`src/rtl/can_scf_pkg.sv`:
```
package can_scf_pkg;

    localparam int unsigned ST_W    = 2;
    localparam int unsigned N_DIR   = 2;
    localparam int unsigned DIR_RX  = 0;
    localparam int unsigned DIR_TX  = 1;

    typedef logic [ST_W-1:0] st_t;

    localparam st_t ST_OK   = 2'd0;
    localparam st_t ST_WARN = 2'd1;
    localparam st_t ST_ERR  = 2'd2;
    localparam st_t ST_BOFF = 2'd3;

    typedef enum logic [1:0] {
        SENS_NONE = 2'd0,
        SENS_BOFF = 2'd1,
        SENS_ERR  = 2'd2,
        SENS_ALL  = 2'd3
    } sens_e;

    // packed order fixes the bit positions software sees
    typedef struct packed {
        logic  wake_en;
        logic  stchg_en;
        sens_e rx_sens;
        sens_e tx_sens;
        logic  ovr_en;
        logic  rxf_en;
    } ien_t;

    localparam int unsigned IEN_W = $bits(ien_t);

endpackage

```
`src/rtl/can_scf_enreg.sv`:
```
module can_scf_enreg
    import can_scf_pkg::*;
(
    input  logic             clk,
    input  logic             rst_n,
    input  logic             init_req,
    input  logic             init_ack,
    input  logic             wr_en,
    input  logic [IEN_W-1:0] wr_data,
    output ien_t             ien
);

    typedef struct packed {
        ien_t ien;
    } enreg_s;

    enreg_s r_d, r_q;

    logic in_init;
    logic wr_open;

    always_comb begin
        in_init = init_req && init_ack;
        wr_open = !init_req && !init_ack;
        r_d     = r_q;
        if (in_init) begin
            // sensitivity fields survive initialization
            r_d.ien.wake_en  = 1'b0;
            r_d.ien.stchg_en = 1'b0;
            r_d.ien.ovr_en   = 1'b0;
            r_d.ien.rxf_en   = 1'b0;
        end else if (wr_en && wr_open) begin
            r_d.ien = ien_t'(wr_data);
        end
    end

    always_ff @(posedge clk or negedge rst_n) begin
        if (!rst_n) begin
            r_q <= '0;
        end else begin
            r_q <= r_d;
        end
    end

    assign ien = r_q.ien;

endmodule

```
`src/rtl/can_scf_edge.sv`:
```
module can_scf_edge
    import can_scf_pkg::*;
(
    input  logic  clk,
    input  logic  rst_n,
    input  st_t   cur,
    input  sens_e sens,
    output logic  evt
);

    typedef struct packed {
        st_t prev;
    } edge_s;

    edge_s e_d, e_q;

    logic moved;
    logic touches_boff;
    logic touches_err;

    always_comb begin
        e_d.prev     = cur;
        moved        = (cur != e_q.prev);
        touches_boff = (cur == ST_BOFF) || (e_q.prev == ST_BOFF);
        // error and bus-off share the upper encoding bit
        touches_err  = cur[ST_W-1] || e_q.prev[ST_W-1];
        unique case (sens)
            SENS_NONE: evt = 1'b0;
            SENS_BOFF: evt = moved && touches_boff;
            SENS_ERR:  evt = moved && touches_err;
            SENS_ALL:  evt = moved;
            default:   evt = 1'b0;
        endcase
    end

    always_ff @(posedge clk or negedge rst_n) begin
        if (!rst_n) begin
            e_q <= '0;
        end else begin
            e_q <= e_d;
        end
    end

endmodule

```
`src/rtl/can_scf_flags.sv`:
```
module can_scf_flags
    import can_scf_pkg::*;
(
    input  logic                  clk,
    input  logic                  rst_n,
    input  logic [N_DIR-1:0]      evt,
    input  st_t  [N_DIR-1:0]      cur,
    input  logic                  stchg_clr,
    input  logic                  wake_evt,
    input  logic                  wake_clr,
    output logic                  stchg_pend,
    output logic                  wake_pend,
    output st_t  [N_DIR-1:0]      shown
);

    typedef struct packed {
        logic                 stchg;
        logic                 wake;
        st_t  [N_DIR-1:0]     shown;
    } flag_s;

    flag_s f_d, f_q;

    always_comb begin
        f_d = f_q;
        // a new event outranks a clear in the same cycle
        if (|evt) begin
            f_d.stchg = 1'b1;
        end else if (stchg_clr) begin
            f_d.stchg = 1'b0;
        end
        if (wake_evt) begin
            f_d.wake = 1'b1;
        end else if (wake_clr) begin
            f_d.wake = 1'b0;
        end
        for (int i = 0; i < N_DIR; i++) begin
            if (!f_q.stchg) begin
                f_d.shown[i] = cur[i];
            end
        end
    end

    always_ff @(posedge clk or negedge rst_n) begin
        if (!rst_n) begin
            f_q <= '0;
        end else begin
            f_q <= f_d;
        end
    end

    assign stchg_pend = f_q.stchg;
    assign wake_pend  = f_q.wake;
    assign shown      = f_q.shown;

endmodule

```
`src/rtl/can_stchg_irq_filter.sv`:
```
module can_stchg_irq_filter
    import can_scf_pkg::*;
(
    input  logic             clk,
    input  logic             rst_n,
    input  logic             init_req,
    input  logic             init_ack,
    input  logic             ien_wr,
    input  logic [IEN_W-1:0] ien_wdata,
    output logic [IEN_W-1:0] ien_rdata,
    input  logic [ST_W-1:0]  rx_state_in,
    input  logic [ST_W-1:0]  tx_state_in,
    output logic [ST_W-1:0]  rx_status,
    output logic [ST_W-1:0]  tx_status,
    input  logic             stchg_clr,
    input  logic             wake_evt,
    input  logic             wake_clr,
    input  logic             ovr_pend,
    input  logic             rxf_pend,
    output logic             stchg_pend,
    output logic             wake_pend,
    output logic             err_irq,
    output logic             wake_irq,
    output logic             ovr_irq,
    output logic             rxf_irq
);

    ien_t              ien;
    st_t   [N_DIR-1:0] cur_arr;
    st_t   [N_DIR-1:0] shown_arr;
    sens_e [N_DIR-1:0] sens_arr;
    logic  [N_DIR-1:0] evt;

    assign cur_arr[DIR_RX]  = rx_state_in;
    assign cur_arr[DIR_TX]  = tx_state_in;
    assign sens_arr[DIR_RX] = ien.rx_sens;
    assign sens_arr[DIR_TX] = ien.tx_sens;

    can_scf_enreg u_enreg (
        .clk      (clk),
        .rst_n    (rst_n),
        .init_req (init_req),
        .init_ack (init_ack),
        .wr_en    (ien_wr),
        .wr_data  (ien_wdata),
        .ien      (ien)
    );

    for (genvar g = 0; g < N_DIR; g++) begin : g_dir
        can_scf_edge u_edge (
            .clk   (clk),
            .rst_n (rst_n),
            .cur   (cur_arr[g]),
            .sens  (sens_arr[g]),
            .evt   (evt[g])
        );
    end

    can_scf_flags u_flags (
        .clk        (clk),
        .rst_n      (rst_n),
        .evt        (evt),
        .cur        (cur_arr),
        .stchg_clr  (stchg_clr),
        .wake_evt   (wake_evt),
        .wake_clr   (wake_clr),
        .stchg_pend (stchg_pend),
        .wake_pend  (wake_pend),
        .shown      (shown_arr)
    );

    assign ien_rdata = ien;
    assign rx_status = shown_arr[DIR_RX];
    assign tx_status = shown_arr[DIR_TX];

    assign err_irq  = stchg_pend && ien.stchg_en;
    assign wake_irq = wake_pend  && ien.wake_en;
    assign ovr_irq  = ovr_pend   && ien.ovr_en;
    assign rxf_irq  = rxf_pend   && ien.rxf_en;

endmodule

```
`config.mk`:
```
export PLATFORM = sky130hd
export DESIGN_NAME = can_stchg_irq_filter
export DESIGN_NICKNAME = d
export VERILOG_FILES = /design/src/rtl/can_scf_pkg.sv /design/src/rtl/can_scf_enreg.sv /design/src/rtl/can_scf_edge.sv /design/src/rtl/can_scf_flags.sv /design/src/rtl/can_stchg_irq_filter.sv
export SDC_FILE = /design/constraint.sdc
export NUM_CORES = 1
export LEC_CHECK = 0
export BUFFER_PORTS_ARGS = -buffer_cell sky130_fd_sc_hd__buf_2
export CAP_MARGIN = 20
export CORE_MARGIN = 4
export CORE_UTILIZATION = 48
export CTS_CLUSTER_DIAMETER = 30
export DETAILED_ROUTE_END_ITERATION = 7
export GPL_ROUTABILITY_DRIVEN = 0
export PLACE_DENSITY = 0.82
export SLEW_MARGIN = 20
export SYNTH_ARGS = -nofsm -noshare
export SYNTH_HDL_FRONTEND = slang
export SYNTH_SLANG_ARGS = --single-unit
```
`constraint.sdc`:
```
create_clock -name clk -period 2.7 [get_ports clk]
set_input_delay 0.405 -clock clk [delete_from_list [all_inputs] [get_ports clk]]
set_output_delay 0.405 -clock clk [all_outputs]
set_load 0.05 [all_outputs]
```
==> results of run 1 <==
==> synthesized netlist by cell type <==
cell / number / share of area
dfrtp_1: 18 / 0.51
nand2_1: 12 / 0.051
inv_1: 10 / 0.043
o21ai_0: 10 / 0.057
ha_1: 8 / 0.11
a22oi_1: 4 / 0.034
and2_1: 4 / 0.029
a21oi_1: 3 / 0.017
mux2_2: 2 / 0.026
nor2_1: 2 / 0.0086
xor2_1: 2 / 0.020
a211o_2: 1 / 0.011
a21o_1: 1 / 0.0086
a221o_1: 1 / 0.011
a31oi_1: 1 / 0.0071
and2_0: 1 / 0.0071
clkbuf_2: 1 / 0.0057
nand2b_1: 1 / 0.0071
nor2b_2: 1 / 0.010
o311ai_1: 1 / 0.010
or4_1: 1 / 0.0086
==> cells by family (layout without fill, tap and decap cells) <==
group | after synthesis | count (layout)
multiplexers | 2 | 2
XOR/XNOR | 2 | 2
AND/OR/NAND/NOR | 22 | 22
adder cells (fa/ha/maj) | 8 | 8
flip-flops | 18 | 18
buffers and inverters | 11 | 53
AO/OA/AOI/OAI | 22 | 22
==> power by group through the flow <==
| stage | clock [mW] | sequential, mW | combinational [mW] |
|---|---|---|---|
| 3_3_place_gp | 0 | 0.374 | 0.391 |
| 3_5_place_dp | 0 | 0.376 | 0.396 |
| 5_1_grt | 0.186 | 0.383 | 0.422 |
| 4_1_cts | 0.171 | 0.370 | 0.397 |
| 2_1_floorplan | 0 | 0.560 | 0.104 |
| 6_report | 0.166 | 0.370 | 0.392 |
==> metal layers <==
| layer | track usage | vias to the layer above |
|---|---|---|
| met1 | 0.162 | 346 |
| met2 | 0.287 | 32 |
| met3 | 0.0475 | 5 |
| met5 | 0 | - |
| met4 | 0.0942 | 0 |
| li1 | - | 371 |
==> layout make-up <==
type | instances | area (sq um) | area share
Timing Repair Buffer | 39 | 195 | 0.172
Clock buffer | 4 | 36.3 | 0.0320
Multi-Input combinational cell | 56 | 384 | 0.338
Inverter | 10 | 37.5 | 0.0331
Tap cell | 25 | 31.3 | 0.0276
Sequential cell | 18 | 450 | 0.397
==> registers in the layout (all words and copies together), names as in the netlist <==
| register | cells |
|---|---|
| u_flags.stchg_pend | 1 |
| u_flags.wake_pend | 1 |
| g_dir.u_edge.e_q | 4 |
| u_enreg.ien | 8 |
| u_flags.shown | 4 |
==> per-stage QoR <==
step                hold slack [ns]  cell area (sq um)  std cells  setup WS (ns)
finish                       0.0144               1130        152           1.07
global placement              0.351               1100        148           1.19
global route                 0.0263               1130        152          0.967
floorplan                     0.109                877         85          0.939
detailed placement            0.354               1100        148           1.15
CTS                          0.0248               1130        152           1.06
==> worst max path at each step <==
stage | startpoint | end | slack (ns) | depth (start not counted)
6_report | u_flags.stchg_pend$_DFFE_PN0P_ | err_irq | 1.07 | 2
5_1_grt | u_flags.stchg_pend$_DFFE_PN0P_ | err_irq | 0.97 | 2
4_1_cts | u_flags.stchg_pend$_DFFE_PN0P_ | err_irq | 1.06 | 2
3_5_place_dp | rx_state_in[1] | u_flags.stchg_pend$_DFFE_PN0P_ | 1.15 | 7
3_3_place_gp | rx_state_in[1] | u_flags.stchg_pend$_DFFE_PN0P_ | 1.19 | 7
2_1_floorplan | u_enreg.ien[4]$_DFFE_PN0P_ | u_flags.stchg_pend$_DFFE_PN0P_ | 0.94 | 5
==> critical path: cells and delay by family (launching register included) <==
kind | cells | cell delay (ns)
buf+inv | 1 | 0.26
flops | 1 | 0.51
simple gates | 1 | 0.17
==> out/metrics.cfg, run 1 <==
[outcome]
status = finished, final reports clean

[worst_setup_path]
path_max_fanout = 9
reg2regPathDepth = 6
start_kind = register
cp_data_required_time_ns = 2.30
worstPathArrival_ns = 1.23
rrSetupSlack_ns = 1.23
critical_path_class = reg -> out
critical_path.cell_chain = and2_1 > buf_2
critPathMaxStageDelay_ns = 0.51
r2r-end = u_flags.stchg_pend$_DFFE_PN0P_
endpoint_kind = output port
worst_r2r_startpoint = u_enreg.ien[4]$_DFFE_PN0P_
critical_path.slowest_cell = dfrtp_1

[cts]
path_clk_slew_ns = 0.10
htreeDepth = 1
numCtsBuffers = 3
root_buffer = clkbuf_4
hold_buffers = 0
cts.repair.resized = 0
cts_tree = yes
clk_latency_ns = 0.29
post_cts_buffers = 0
clock_sinks = 18
clock_path_buffers = 2

[timing]
fin_crit_sh = 0.605
relSlewSlack = 0.742
fin_setup_tns_ns = 0
final_max_slew_viol_count = 0
setup_viol = 0
rsz0062_at_grt = false
finalCriticalPeriod_ns = 1.63
finClkSkew_ns = 0.000494
clock.fmax_ghz = 0.612
hold_viol = 0
tightest_slew_ns = 0.388

[routing]
wl_met2_um = 866
wl_met1_um = 689
wl_per_cell_um = 11.6
routed_wirelength_um = 1770
wl_met3_um = 169
drt_iter0_drc = 8
viasPerCell = 4.96
ant_nets = 0
dr.pass1.iters = 3
top_layer = met4
drc_errors = 0
vias = 754

[global_routing]
grt.overflow.total = 0
grt_start_max_net_pins = 19
grt_use_total = 0.160
grt_pass1_wl_um = 3060
grt_pass1_vias = 792
antenna_found_initial = 0

[pwr]
p_clk_frac = 0.179
pwr_density_cell_mw_per_mm2 = 817
p_int_mw = 0.513
pwr-share-comb = 0.422
seqPwrFrac = 0.399
fin_total_pwr_mw = 0.927
vdd_drop_max_mv = 0.536
leakage_nw = 0.612
power.switching_mw = 0.414
swShare = 0.447

[placed_design]
dp_hpwl_um = 1460
port_buffers = 39

[hold_path]
hp-class = in -> async

[logic_synthesis]
synthMuxAreaShare = 0.0257
ys_warn_count = 0
avgSynthCellArea_sq_um = 10.3
synth_cell_types = 21
postSynthCellCount = 85
syn-cell-area_sq_um = 877
ys_ff_latch = 18
synth_top_family_by_area = compound AO/OA/AOI/OAI gates
synth_seq_area_share = 0.514
synth_compound_area_frac = 0.157
synthAdderAreaFrac = 0.114
synth_simple_gate_area_frac = 0.121
synth_fp_nets = 115
synth_xor_area_frac = 0.0200

[floorplanning]
num_rows = 15
dieWidth_um = 50.7
initial_core_util = 0.508
dieArea_sq_mm = 0.00258
ioPinCount = 40
coreArea_sq_mm = 0.00173
die_h_um = 50.7

[layout]
final_cell_mix = 39 x buf_2, 18 x dfrtp_1, 12 x nand2_1, 10 x inv_1, 10 x o21ai_0
area_delta_synth_final_pct = 29.4
final_core_util = 0.657
nets = 158
mostFrequentLayoutCell = buf_2
fillers = 160
drive_gt1_frac = 0.370
diodes = 0

[job]
cap_violations = 0

Power figures use the tool's default switching activity.
==> run 2, diff against run 1 <==
- CORE_ASPECT_RATIO: default -> 1.5
- CORE_UTILIZATION: 48 -> 40
- PLACE_DENSITY: 0.82 -> 0.73
- clock period: 2.7 -> 1.4 ns (I/O delays scaled with it)
==> run 2 against run 1 <==
Effect of this change: the run now ends with setup timing left; register-to-register slack worse by 1.3 ns; first-iteration DRC count down 50%; total power up 100%; clock power up 94%; global-route usage down 2.6 points; sequential cell count unchanged; combinational power up 110%; clock-buffer cell count unchanged; design area up 3.5%; non-clock buffer count up 4; largest power group unchanged.
==> out/metrics.cfg, run 2 (synthesized netlist as in run 1, its figures left out) <==
[outcome]
status = complete, but fails checks
violations = setup timing

[global_routing]
grt.overflow.total = 0  ; unchanged
grt_pass1_vias = 819  ; +3.4%
antenna_found_initial = 0  ; unchanged
grt_use_total = 0.135  ; -0.0256
grt_start_max_net_pins = 19  ; unchanged
grt_pass1_wl_um = 3050  ; -0.46%

[layout]
diodes = 0  ; unchanged
final_cells = 153  ; +0.66%
nets = 162  ; +2.5%
final_cell_mix = 38 x buf_2, 14 x dfrtp_1, 12 x nand2_1, 10 x o21ai_0, 8 x inv_1
area_delta_synth_final_pct = 34.0
final_core_util = 0.573  ; -0.0847
post-route-cell-area_sq_mm = 0.00117  ; +3.5%
drive_gt1_frac = 0.443  ; +0.0727
largest_reg_flops = 8  ; unchanged
mostFrequentLayoutCell = buf_2

[pwr]
p_clk_frac = 0.172  ; -0.007
p_int_mw = 1.05  ; +100%
fin_total_pwr_mw = 1.87  ; +100%
swShare = 0.439  ; -0.00784
vdd_drop_max_mv = 0.752  ; +40%
leakage_nw = 0.624  ; +1.9%
seqPwrFrac = 0.383  ; -0.016
power.switching_mw = 0.820  ; +98%
pwr_density_cell_mw_per_mm2 = 1590  ; +95%
pwr-share-comb = 0.445  ; +0.023

[floorplanning]
num_rows = 20  ; +5
coreArea_sq_mm = 0.00205  ; +19%
dieWidth_um = 46.2  ; -8.9%
initial_core_util = 0.427  ; -0.0805
dieArea_sq_mm = 0.00302  ; +17%
ioPinCount = 40  ; unchanged
die_h_um = 65.4  ; +29%

[timing]
finClkSkew_ns = 0.00529  ; +0.00479 ns
fin_crit_sh = 1.05
final_max_slew_viol_count = 0  ; unchanged
fin_setup_tns_ns = -0.0709  ; -0.0709 ns
relSlewSlack = 0.733  ; -0.00848
tightest_slew_ns = 0.400  ; +0.0127 ns
rsz0062_at_grt = true
hold_viol = 0  ; unchanged
finalCriticalPeriod_ns = 1.47
clock.fmax_ghz = 0.680
timing.final.ws_setup_ns = -0.0709  ; -1.14 ns
setup_viol = 1  ; +1
fin_hold_ws_ns = 0.0506  ; +0.0363 ns

[cts]
clock_path_buffers = 2  ; unchanged
cts_tree = yes
clk_latency_ns = 0.29  ; about the same
htreeDepth = 1  ; unchanged
path_clk_slew_ns = 0.11  ; about the same
root_buffer = clkbuf_4
clock_sinks = 18  ; unchanged
numCtsBuffers = 3  ; unchanged

[hold_path]
worstHoldStart = rx_state_in[1]
hp-class = in -> reg

[worst_setup_path]
critical_path_class = reg -> reg
worst_r2r_startpoint = u_enreg.ien[5]$_DFFE_PN0P_
cp_data_required_time_ns = 1.58  ; -0.72 ns
start_kind = register
worstPathArrival_ns = 1.65  ; +0.42 ns
endpoint_kind = register
path_max_fanout = 4  ; -5
startpoint = u_enreg.ien[5]$_DFFE_PN0P_

[placed_design]
port_buffers = 39  ; unchanged
pre_cts_slack_ns = -0.0555  ; -1.21 ns
dp_cells = 145  ; -2.0%
dp_hpwl_um = 1550  ; +6.4%
dpl_cell_area_sq_mm = 0.00110  ; +0.11%

[routing]
ant_nets = 0  ; unchanged
routed_wirelength_um = 1900  ; +7.4%
viasPerCell = 5.18  ; +4.5%
drt_iter0_drc = 4  ; -4
drc_errors = 0  ; unchanged
dr.pass1.iters = 4  ; +1
vias = 793  ; +5.2%
wl_per_cell_um = 12.4  ; +6.7%

[job]
cap_violations = 0  ; unchanged

-- run 2: cell types whose count changed in the layout (fill, tap and decap cells not counted) --
cell           previous run  this run
buf_4                     0         4
dfrtp_1                  18        14
dfrtp_2                   0         4
inv_1                    10         8
inv_2                     0         2
and2_1                    4         3
and2_2                    0         1
buf_2                    39        38
dlygate4sd3_1             0         1
ha_1                      8         7
ha_2                      0         1
-- run 2: layout make-up --
type / count / area (sq um)
fillers: 192 / 877
flip-flops and latches: 18 / 455
inverters: 10 / 37.5
clock buffers: 4 / 36.3
repair buffers: 43 / 230
well taps: 22 / 27.5
multi-input cells: 56 / 388
-- run 2: routing by layer --
layer,GRT usage,vias to the layer above,part of all wire
li1,-,381,-
met1,0.138,376,0.39
met2,0.252,34,0.52
met3,0.0219,2,0.086
met4,0.0534,0,0.0047
met5,0,-,0
-- run 2: final timing paths --
check / slack (ns) / cells after the start / to
max: -0.07 / 5 / u_flags.stchg_pend$_DFFE_PN0P_
min: 0.05 / 1 / g_dir[0].u_edge.e_q[1]$_DFF_PN0_
max reg2reg: -0.07 / 5 / u_flags.stchg_pend$_DFFE_PN0P_
min reg2reg: 0.50 / 2 / u_flags.shown[3]$_DFFE_PN0N_
max in group asynchronous: 0.72 / 2 / u_flags.stchg_pend$_DFFE_PN0P_
min in group asynchronous: 0.37 / 2 / g_dir[1].u_edge.e_q[0]$_DFF_PN0_
-- run 2: power by group through the flow --
stage,Clock (mW),Combinational [mW],Sequential (mW)
final,0.322,0.832,0.716
after global routing,0.349,0.885,0.732
after CTS,0.329,0.778,0.725
after detailed placement,0,0.771,0.732
after global placement,0,0.755,0.727
after floorplan,0,0.202,1.09
-- run 2: critical path, stage by stage, from the launching register on --
cell and delay [ns]:
dfrtp_2 0.41, inv_2 0.05, ha_1 0.27, a21oi_1 0.05, or4_1 0.50, o311ai_1 0.09
-- run 2: repair_timing --
item / 4_1_cts / 5_1_grt
cloned: 0 / 0
gates resized for setup: 3 / 0
hold endpoints to repair: 18 / 0
pin swaps: 0 / 0
setup endpoints to repair: 2 / 2
hold buffers: 1 / 0
buffers inserted: 0 / 3
